$ cat config.mk
export PLATFORM = sky130hd
export DESIGN_NAME = smram_tseg_ctrl
export DESIGN_NICKNAME = d
export VERILOG_FILES = /design/src/rtl/smram_pkg.sv /design/src/rtl/smram_cfg_regs.sv /design/src/rtl/smram_range_hit.sv /design/src/rtl/smram_tseg_size.sv /design/src/rtl/smram_tseg_ctrl.sv
export SDC_FILE = /design/constraint.sdc
export NUM_CORES = 1
export LEC_CHECK = 0
export BUFFER_PORTS_ARGS = -buffer_cell sky130_fd_sc_hd__buf_2
export CAP_MARGIN = 20
export CORE_ASPECT_RATIO = 2
export CORE_MARGIN = 3
export CORE_UTILIZATION = 40
export DETAILED_ROUTE_END_ITERATION = 8
export GPL_ROUTABILITY_DRIVEN = 0
export PLACE_DENSITY = 0.71
export SYNTH_ARGS = -nofsm -noshare
export SYNTH_HDL_FRONTEND = slang
export SYNTH_SLANG_ARGS = --single-unit
$ cat constraint.sdc
create_clock -name clk -period 6.5 [get_ports clk]
set_input_delay 0.975 -clock clk [delete_from_list [all_inputs] [get_ports clk]]
set_output_delay 0.975 -clock clk [all_outputs]
set_load 0.1 [all_outputs]
$ cat src/rtl/smram_pkg.sv
package smram_pkg;
  typedef enum logic [1:0] {
    RT_DRAM = 2'b00,
    RT_PCI  = 2'b01,
    RT_HOLE = 2'b10
  } route_e;

  // primary byte bit positions
  localparam int P_OPEN = 6;
  localparam int P_LOCK = 4;
  localparam int P_GEN  = 3;
  // extended byte bit positions
  localparam int X_HEN  = 7;
  localparam int X_SZHI = 2;
  localparam int X_SZLO = 1;
  localparam int X_TEN  = 0;

  localparam logic [7:0] PRI_RST     = 8'h00;
  localparam logic [7:0] EXT_RST     = 8'h00;
  localparam logic [7:0] PRI_WM_FREE = 8'h58;
  localparam logic [7:0] PRI_WM_LOCK = 8'h00;
  localparam logic [7:0] EXT_WM_FREE = 8'h87;
  localparam logic [7:0] EXT_WM_LOCK = 8'h00;
endpackage

$ cat src/rtl/smram_cfg_regs.sv
module smram_cfg_regs
  import smram_pkg::*;
(
  input  logic       clk,
  input  logic       rst_n,
  input  logic       we,
  input  logic       sel,
  input  logic [7:0] wdata,
  output logic [7:0] pri_q,
  output logic [7:0] ext_q
);
  localparam int NREG = 2;

  logic        locked;
  logic [7:0]  cur   [NREG];
  logic [7:0]  nxt   [NREG];
  logic [7:0]  wmask [NREG];
  logic [7:0]  rstv  [NREG];

  assign locked   = pri_q[P_LOCK];
  assign wmask[0] = locked ? PRI_WM_LOCK : PRI_WM_FREE;
  assign wmask[1] = locked ? EXT_WM_LOCK : EXT_WM_FREE;
  assign rstv[0]  = PRI_RST;
  assign rstv[1]  = EXT_RST;
  assign cur[0]   = pri_q;
  assign cur[1]   = ext_q;

  for (genvar g = 0; g < NREG; g++) begin : g_byte
    logic [7:0] merged;
    logic [7:0] q;
    always_comb begin
      merged = (cur[g] & ~wmask[g]) | (wdata & wmask[g]);
      if (g == 0 && merged[P_LOCK]) merged[P_OPEN] = 1'b0;
      nxt[g] = (we && (sel == 1'(g))) ? merged : cur[g];
    end
    always_ff @(posedge clk or negedge rst_n) begin
      if (!rst_n) q <= rstv[g];
      else        q <= nxt[g];
    end
  end

  assign pri_q = g_byte[0].q;
  assign ext_q = g_byte[1].q;
endmodule

$ cat src/rtl/smram_range_hit.sv
module smram_range_hit #(
  parameter int AW = 32
) (
  input  logic [AW-1:0] addr,
  input  logic [AW-1:0] base,
  input  logic [AW-1:0] size,
  output logic          hit
);
  logic [AW-1:0] off;
  assign off = addr - base;
  assign hit = (addr >= base) && (off < size);
endmodule

$ cat src/rtl/smram_tseg_size.sv
module smram_tseg_size #(
  parameter int AW       = 32,
  parameter int MB_SHIFT = 20
) (
  input  logic          en,
  input  logic [1:0]    code,
  output logic [AW-1:0] size
);
  localparam logic [AW-1:0] ONE_MB = AW'(1) << MB_SHIFT;
  always_comb begin
    size = '0;
    if (en) begin
      unique case (code)
        2'd0:    size = ONE_MB;
        2'd1:    size = ONE_MB << 1;
        2'd2:    size = ONE_MB << 3;
        default: size = '0;
      endcase
    end
  end
endmodule

$ cat src/rtl/smram_tseg_ctrl.sv
module smram_tseg_ctrl
  import smram_pkg::*;
#(
  parameter int AW        = 32,
  parameter int MB_SHIFT  = 20,
  parameter logic [AW-1:0] LOW_BASE  = 32'h000A_0000,
  parameter logic [AW-1:0] HIGH_BASE = 32'hFEDA_0000,
  parameter logic [AW-1:0] WIN_SIZE  = 32'h0002_0000
) (
  input  logic          clk,
  input  logic          rst_n,
  input  logic          cfg_we,
  input  logic          cfg_sel,
  input  logic [7:0]    cfg_wdata,
  output logic [7:0]    smram_ctl,
  output logic [7:0]    ext_ctl,
  input  logic [AW-1:0] mem_top,
  input  logic [AW-1:0] acc_addr,
  input  logic          acc_smm,
  output logic [1:0]    route,
  output logic [AW-1:0] dram_addr
);
  localparam logic [AW-1:0] ALIAS_DELTA = HIGH_BASE - LOW_BASE;

  logic [AW-1:0] tseg_sz, tseg_base;
  logic          hit_low, hit_high, hit_tseg;
  logic          open_b, gen_b, hen_b;
  route_e        rt;

  smram_cfg_regs u_regs (
    .clk(clk), .rst_n(rst_n), .we(cfg_we), .sel(cfg_sel), .wdata(cfg_wdata),
    .pri_q(smram_ctl), .ext_q(ext_ctl)
  );

  smram_tseg_size #(.AW(AW), .MB_SHIFT(MB_SHIFT)) u_tsz (
    .en(ext_ctl[X_TEN]), .code(ext_ctl[X_SZHI:X_SZLO]), .size(tseg_sz)
  );

  assign tseg_base = mem_top - tseg_sz;

  smram_range_hit #(.AW(AW)) u_low (
    .addr(acc_addr), .base(LOW_BASE), .size(WIN_SIZE), .hit(hit_low));
  smram_range_hit #(.AW(AW)) u_high (
    .addr(acc_addr), .base(HIGH_BASE), .size(WIN_SIZE), .hit(hit_high));
  smram_range_hit #(.AW(AW)) u_tseg (
    .addr(acc_addr), .base(tseg_base), .size(tseg_sz), .hit(hit_tseg));

  assign open_b = smram_ctl[P_OPEN];
  assign gen_b  = smram_ctl[P_GEN];
  assign hen_b  = ext_ctl[X_HEN];

  always_comb begin
    if (hit_low) begin
      if (acc_smm && gen_b && !hen_b)  rt = RT_DRAM;
      else if (open_b && !hen_b)       rt = RT_DRAM;
      else                             rt = RT_PCI;
    end else if (hit_high) begin
      if (acc_smm && gen_b && hen_b)   rt = RT_DRAM;
      else if (open_b && hen_b)        rt = RT_DRAM;
      else                             rt = RT_PCI;
    end else if (hit_tseg) begin
      rt = acc_smm ? RT_DRAM : RT_HOLE;
    end else begin
      rt = (acc_addr < mem_top) ? RT_DRAM : RT_PCI;
    end
  end

  assign route     = rt;
  assign dram_addr = hit_high ? (acc_addr - ALIAS_DELTA) : acc_addr;
endmodule

# Word level (Yosys, flattened, before mapping)
# Index checks and enable logic that the tools add are counted.
[totals]
reg_bits = 16
in_bits = 77
[op_classes]
n_eq_ne = 2
magnitude_cmp = 7
reduce_logical = 12
mux = 15
bitwise = 9
addsub = 5
[ops]
columns = ["cell", "n"]
rows = [
  ["$pmux W24 S3", 1],
  ["$lt A32 B18 Y1 const B", 2],
  ["$lt A32 B32 Y1", 2],
  ["$mux W32", 2],
  ["$sub A32 B32 Y32", 2],
  ["$sub A32 B32 Y32 const B", 2],
  ["$and A8 B8 Y8", 4],
  ["$ge A32 B20 Y1 const B", 1],
  ["$ge A32 B32 Y1", 1],
  ["$ge A32 B32 Y1 const B", 1],
  ["$sub A32 B20 Y32 const B", 1],
  ["$not A8 Y8", 2],
  ["$or A8 B8 Y8", 2],
  ["$logic_and A1 B1 Y1", 10],
  ["$mux W2", 4],
  ["$mux W8", 1],
  ["$mux W7", 1],
  ["$mux W1", 6],
  ["$eq A2 B1 Y1 const B", 1],
  ["$eq A2 B2 Y1 const B", 1],
  ["$logic_not A2 Y1", 1],
  ["$logic_not A1 Y1", 1],
  ["$not A1 Y1", 1],
]

# Depth between registers and ports, before layout
[depth]
word_depth = 10
ltp_mapped = 18
mapped_depth_nobuf = 18

# Modules after synthesis
# From an unflattened synthesis, not the netlist that was laid out.
[unflattened]
hier_cells = 1609
area_unflattened_um2 = 11536.1
[modules_own_cells]
columns = ["module", "area_each_um2", "cells_each", "seq_area_each_um2", "instances"]
rows = [
  ["smram_range_hit (u_low ...)", 2618.8, 367, 0.0, 2],
  ["smram_tseg_ctrl", 3128.0, 451, 0.0, 1],
  ["smram_range_hit (u_high)", 2533.7, 362, 0.0, 1],
  ["smram_cfg_regs", 385.4, 29, 175.2, 1],
  ["smram_tseg_size", 251.5, 33, 0.0, 1],
]

# Worst setup path before layout
# Ideal clock, no wire load.
[synth_path]
kind = "flip-flop to output port"
from = "reg (tool-made name)"
to = "out route[0]"
t_required_ns = 5.525
t_arrival_ns = 5.308
stages_incl_launch_ff = 18
setup_slack_ns = 0.217
n_path_buf = 0
path_cell_list = "dfrtp_1 nor3b_1 ha_1 inv_1 fa_1 o21ai_0 nor2b_1 xnor2_1 ha_1 a21oi_4 nand3b_1 o22ai_1 o21bai_1 a21o_1 a41oi_1 xor2_1 o2111a_1 a31oi_1"
[synth_rtl]
columns = ["element", "line", "text"]
rows = [
  ["end: declaration", "smram_tseg_ctrl.sv:20", "output logic [1:0] route,"],
]

# Worst setup path in the final report
[layout_path]
from = "in mem_top[20]"
to = "out route[1]"
[layout_via]
elab_chain_len = 7
word_cells_on_any_way = 8
cone_classes = "add/sub: 2; order compare: 2; mux: 3; reduce/logical: 1"
[layout_rtl]
columns = ["element", "line", "text"]
rows = [
  ["start: declaration", "smram_tseg_ctrl.sv:17", "input logic [AW-1:0] mem_top,"],
  ["$sub A32 B32 Y32 *", "smram_tseg_ctrl.sv:39", "assign tseg_base = mem_top - tseg_sz;"],
  ["$sub A32 B32 Y32", "smram_range_hit.sv:10", "assign off = addr - base;"],
  ["$lt A32 B32 Y1", "smram_range_hit.sv:11", "assign hit = (addr >= base) && (off < size);"],
  ["$logic_and A1 B1 Y1 *", "smram_range_hit.sv:11", ""],
  ["$mux W2 *", "smram_tseg_ctrl.sv:61", "end else if (hit_tseg) begin"],
  ["$mux W2 *", "smram_tseg_ctrl.sv:57", "end else if (hit_high) begin"],
  ["$mux W2 *", "smram_tseg_ctrl.sv:53", "if (hit_low) begin"],
]
# Every way passes the cells marked *; elsewhere a longest branch is shown, timed or not.

==> impl_metrics.json <==
{
  "status": "completed",
  "num_vias": 3437,
  "drc": 0,
  "cts_sinks": 7,
  "finalPower_uw": 769,
  "fill_cells": 787,
  "synth_compound_area_share_pct": 25.7,
  "dieArea_mm2": 0.00900,
  "grt_pass1_vias": 3316,
  "regArea_um2": 175,
  "synth_cell_types": 60,
  "multi_input_area_mm2": 0.00255,
  "synth_xor_area_share_pct": 7.82,
  "crit_buf_inv": 5,
  "overflow": 0,
  "place_hpwl_mm": 8.26,
  "power.density_mw_per_mm2": 208,
  "slowest_stage": "buf_2",
  "start_util_pct": 41.3,
  "layout_setup_ws_ps": 455,
  "syn2layout_area_growth_pct": 17.8,
  "cts_max_path_buffers": 2,
  "fin_nets": 662,
  "io_pins": 127,
  "worst_pin_slew_ps": 548,
  "pwr-share-clk_pct": 13.3,
  "viasPerCell": 5.51,
  "p_int_uw": 321,
  "skew_ps": 1.93,
  "tns_ps": 0,
  "vdd_drop_max_v": 0.000172,
  "max_freq_mhz": 165,
  "slew_viol_final": 0,
  "crit_chain": "buf_2 -> inv_1 -> ha_1 -> inv_1 -> fa_1 -> o21ai_0 -> buf_4 -> nor2b_1 -> xnor2_1 -> ha_1 -> a21oi_4 -> o21ai_2 -> a221oi_2 -> nor2_1 -> nor4b_2 -> o311a_1 -> o2111ai_1 -> nor4_2 -> and4b_1 -> buf_2",
  "wl_mm": 9.26,
  "hold_buffers": 0,
  "wire_per_inst_um": 14.8,
  "antenna_left": 0,
  "period_share_pct": 93.0,
  "cts-buffers-inserted": 3,
  "layout_min_cycle_time_ps": 6040,
  "ys_ff_latch": 7,
  "setup.worst_path.end_class": "primary output",
  "min_path_cells": 1,
  "core-area_mm2": 0.00760,
  "async_flop_share_pct": 100,
  "grt_max_degree": 12,
  "crit_required_ps": 5520,
  "crit_type": "input pin to primary output",
  "min_from": "u_regs.pri_q[4]$_DFFE_PN0P_",
  "worstSkewPairLatency_ps": 230,
  "synth_edf_count": 0,
  "startpoint_type": "input pin",
  "synth_simple_gate_area_share_pct": 22.7,
  "final-instance-count-excl-fill": 624,
  "dp_slack_ps": 440,
  "relSlewSlack_pct": 63.2,
  "min_to": "u_regs.pri_q[4]$_DFFE_PN0P_",
  "rsz0062_at_grt": "false",
  "p_sw_uw": 448,
  "grt_use_total_pct": 20.4,
  "arrival_ps": 5070,
  "synthesis.area_mm2": 0.00314,
  "cts_tree": "yes",
  "firstDrtPassIters": 4,
  "hold_viol_final": 0,
  "seqPwrFrac_pct": 8.4,
  "dp.cells": 620,
  "synth-seq-area-share_pct": 5.58,
  "synth_area_per_cell_um2": 7.18,
  "post_cts_resized": 0,
  "numPortBuffers": 116,
  "synth-adder-area-share_pct": 21.8,
  "worstReg2RegStart": "u_regs.pri_q[4]$_DFFE_PN0P_",
  "yosys_warnings": 0,
  "htreeDepth": 1,
  "r2r_cells": 2,
  "drtIter0Drc": 91,
  "regToRegSetupSlack_ps": 5370,
  "cts_setup_buffers": 0,
  "fp.dieH_um": 131,
  "cpPeakStageDelay_ps": 430,
  "cap_violations": 0,
  "antenna_cells": 0,
  "cts_root_buffer": "clkbuf_16",
  "worstPathMaxFanout": 8,
  "swShare_pct": 58.2,
  "grt_pass1_wl_mm": 14.4,
  "finish.utilization_pct": 48.6,
  "setup_viol": 0,
  "clk_pin_slew_ps": 30,
  "rows": 45,
  "hold_class": "flip-flop to flip-flop",
  "comb_power_share_pct": 78.3,
  "leakagePower_uw": 0.00192,
  "ys.flop_type": "dfrtp_1",
  "synth_top_family_by_area": "compound AO/OA/AOI/OAI gates",
  "antenna_found_initial": 0,
  "fp.dieW_um": 68.6,
  "muxShareOfSynthArea_pct": 2.15,
  "netlist_instances": 437,
  "cp_top_family": "compound AO/OA/AOI/OAI gates",
  "drive_above_1_share_pct": 26.0
}
==> cells in the final DEF, fill, tap and decap left out, types with 4 or more instances in the layout <==
master and n:
buf_2 116, nand3_1 15, nand4_1 8, inv_1 50
a21o_1 17, o2111ai_1 4, o21bai_1 6, nor2_1 31
dfrtp_1 7, o21a_1 5, nand2_1 31, nand2b_1 5
nor4_1 4, mux2_2 6, nand3b_1 7, xor2_1 13
a211oi_1 6, a21oi_1 34, ha_1 53, xnor2_1 15
conb_1 9, nor3_1 12, a31oi_1 7, o21ai_0 17
==> per-layer routing <==
metal	track usage [%]	up-vias	share of wire, %
met1	17.8	1552	32
met5	0	-	0
li1	-	1727	-
met3	1.63	30	4.9
met2	41.2	128	58
met4	10.3	0	5.0
==> cells by family after synthesis <==
logic type,after synthesis
simple gates,135
xor+xnor,28
compound gates,120
other cells,1
flops,7
mux,6
fa+ha+maj,54
buf+inv,86
==> worst max-delay path by stage <==
stage / slack, ps / endpoint / startpoint / depth (start not counted)
3_5_place_dp: 440 / route[1] / mem_top[20] / 20
2_1_floorplan: 220 / route[0] / flip-flop / 17
6_report: 460 / route[1] / mem_top[20] / 20
5_1_grt: 90 / route[1] / mem_top[20] / 20
3_3_place_gp: 510 / route[1] / mem_top[20] / 20
4_1_cts: 430 / route[1] / mem_top[20] / 20
==> worst register-to-register path, stage by stage (launching register included) <==
cell and delay [ps]:
dfrtp_1 410, nand3b_1 280, mux2_2 330
==> Yosys cell counts, types with 2 or more instances <==
cell type	n	share of area, %
a211oi_1	6	1.4
a21boi_0	3	0.72
a21o_1	17	4.1
a21oi_1	34	5.4
a31oi_1	7	1.4
a41oi_1	2	0.56
and2_1	3	0.60
and3_1	3	0.60
buf_2	3	0.48
buf_4	31	7.4
dfrtp_1	7	5.6
ha_1	53	21
inv_1	50	6.0
mux2_2	6	2.2
nand2_1	31	3.7
nand2b_1	5	1.0
nand3_1	15	2.4
nand3b_1	7	1.7
nand4_1	8	1.6
nor2_1	31	3.7
nor2b_1	3	0.60
nor3_1	12	1.9
nor3b_1	2	0.48
nor4_1	4	0.80
nor4b_2	2	0.96
o2111ai_1	4	1.1
o211ai_1	3	0.72
o21a_1	5	1.2
o21ai_0	17	2.7
o21bai_1	6	1.4
o22ai_1	2	0.40
xnor2_1	15	4.2
xor2_1	13	3.6
==> stage by stage <==
| stage | hold slack [ps] | area, um^2 |
|---|---|---|
| after floorplan | 540 | 3170 |
| after global placement | 524 | 3620 |
| after detailed placement | 551 | 3620 |
| after CTS | 558 | 3690 |
| after global routing | 580 | 3690 |
| final | 560 | 3690 |
==> power groups by stage <==
stage / combinational [uW] / clock (uW) / sequential [uW]
6_report: 603 / 102 / 64.4
5_1_grt: 655 / 108 / 65.8
4_1_cts: 603 / 104 / 64.3
3_5_place_dp: 601 / 0 / 64.8
3_3_place_gp: 590 / 0 / 63.9
2_1_floorplan: 429 / 0 / 120
==> layout make-up <==
cell class              instances  area share, %
repair buffers                117           15.9
flip-flops and latches          7           4.74
clock buffers                   4           2.13
well taps                      94           3.18
multi-input cells             352           68.9
inverters                      50           5.08
Note: power is estimated with default switching activity, not from simulation.
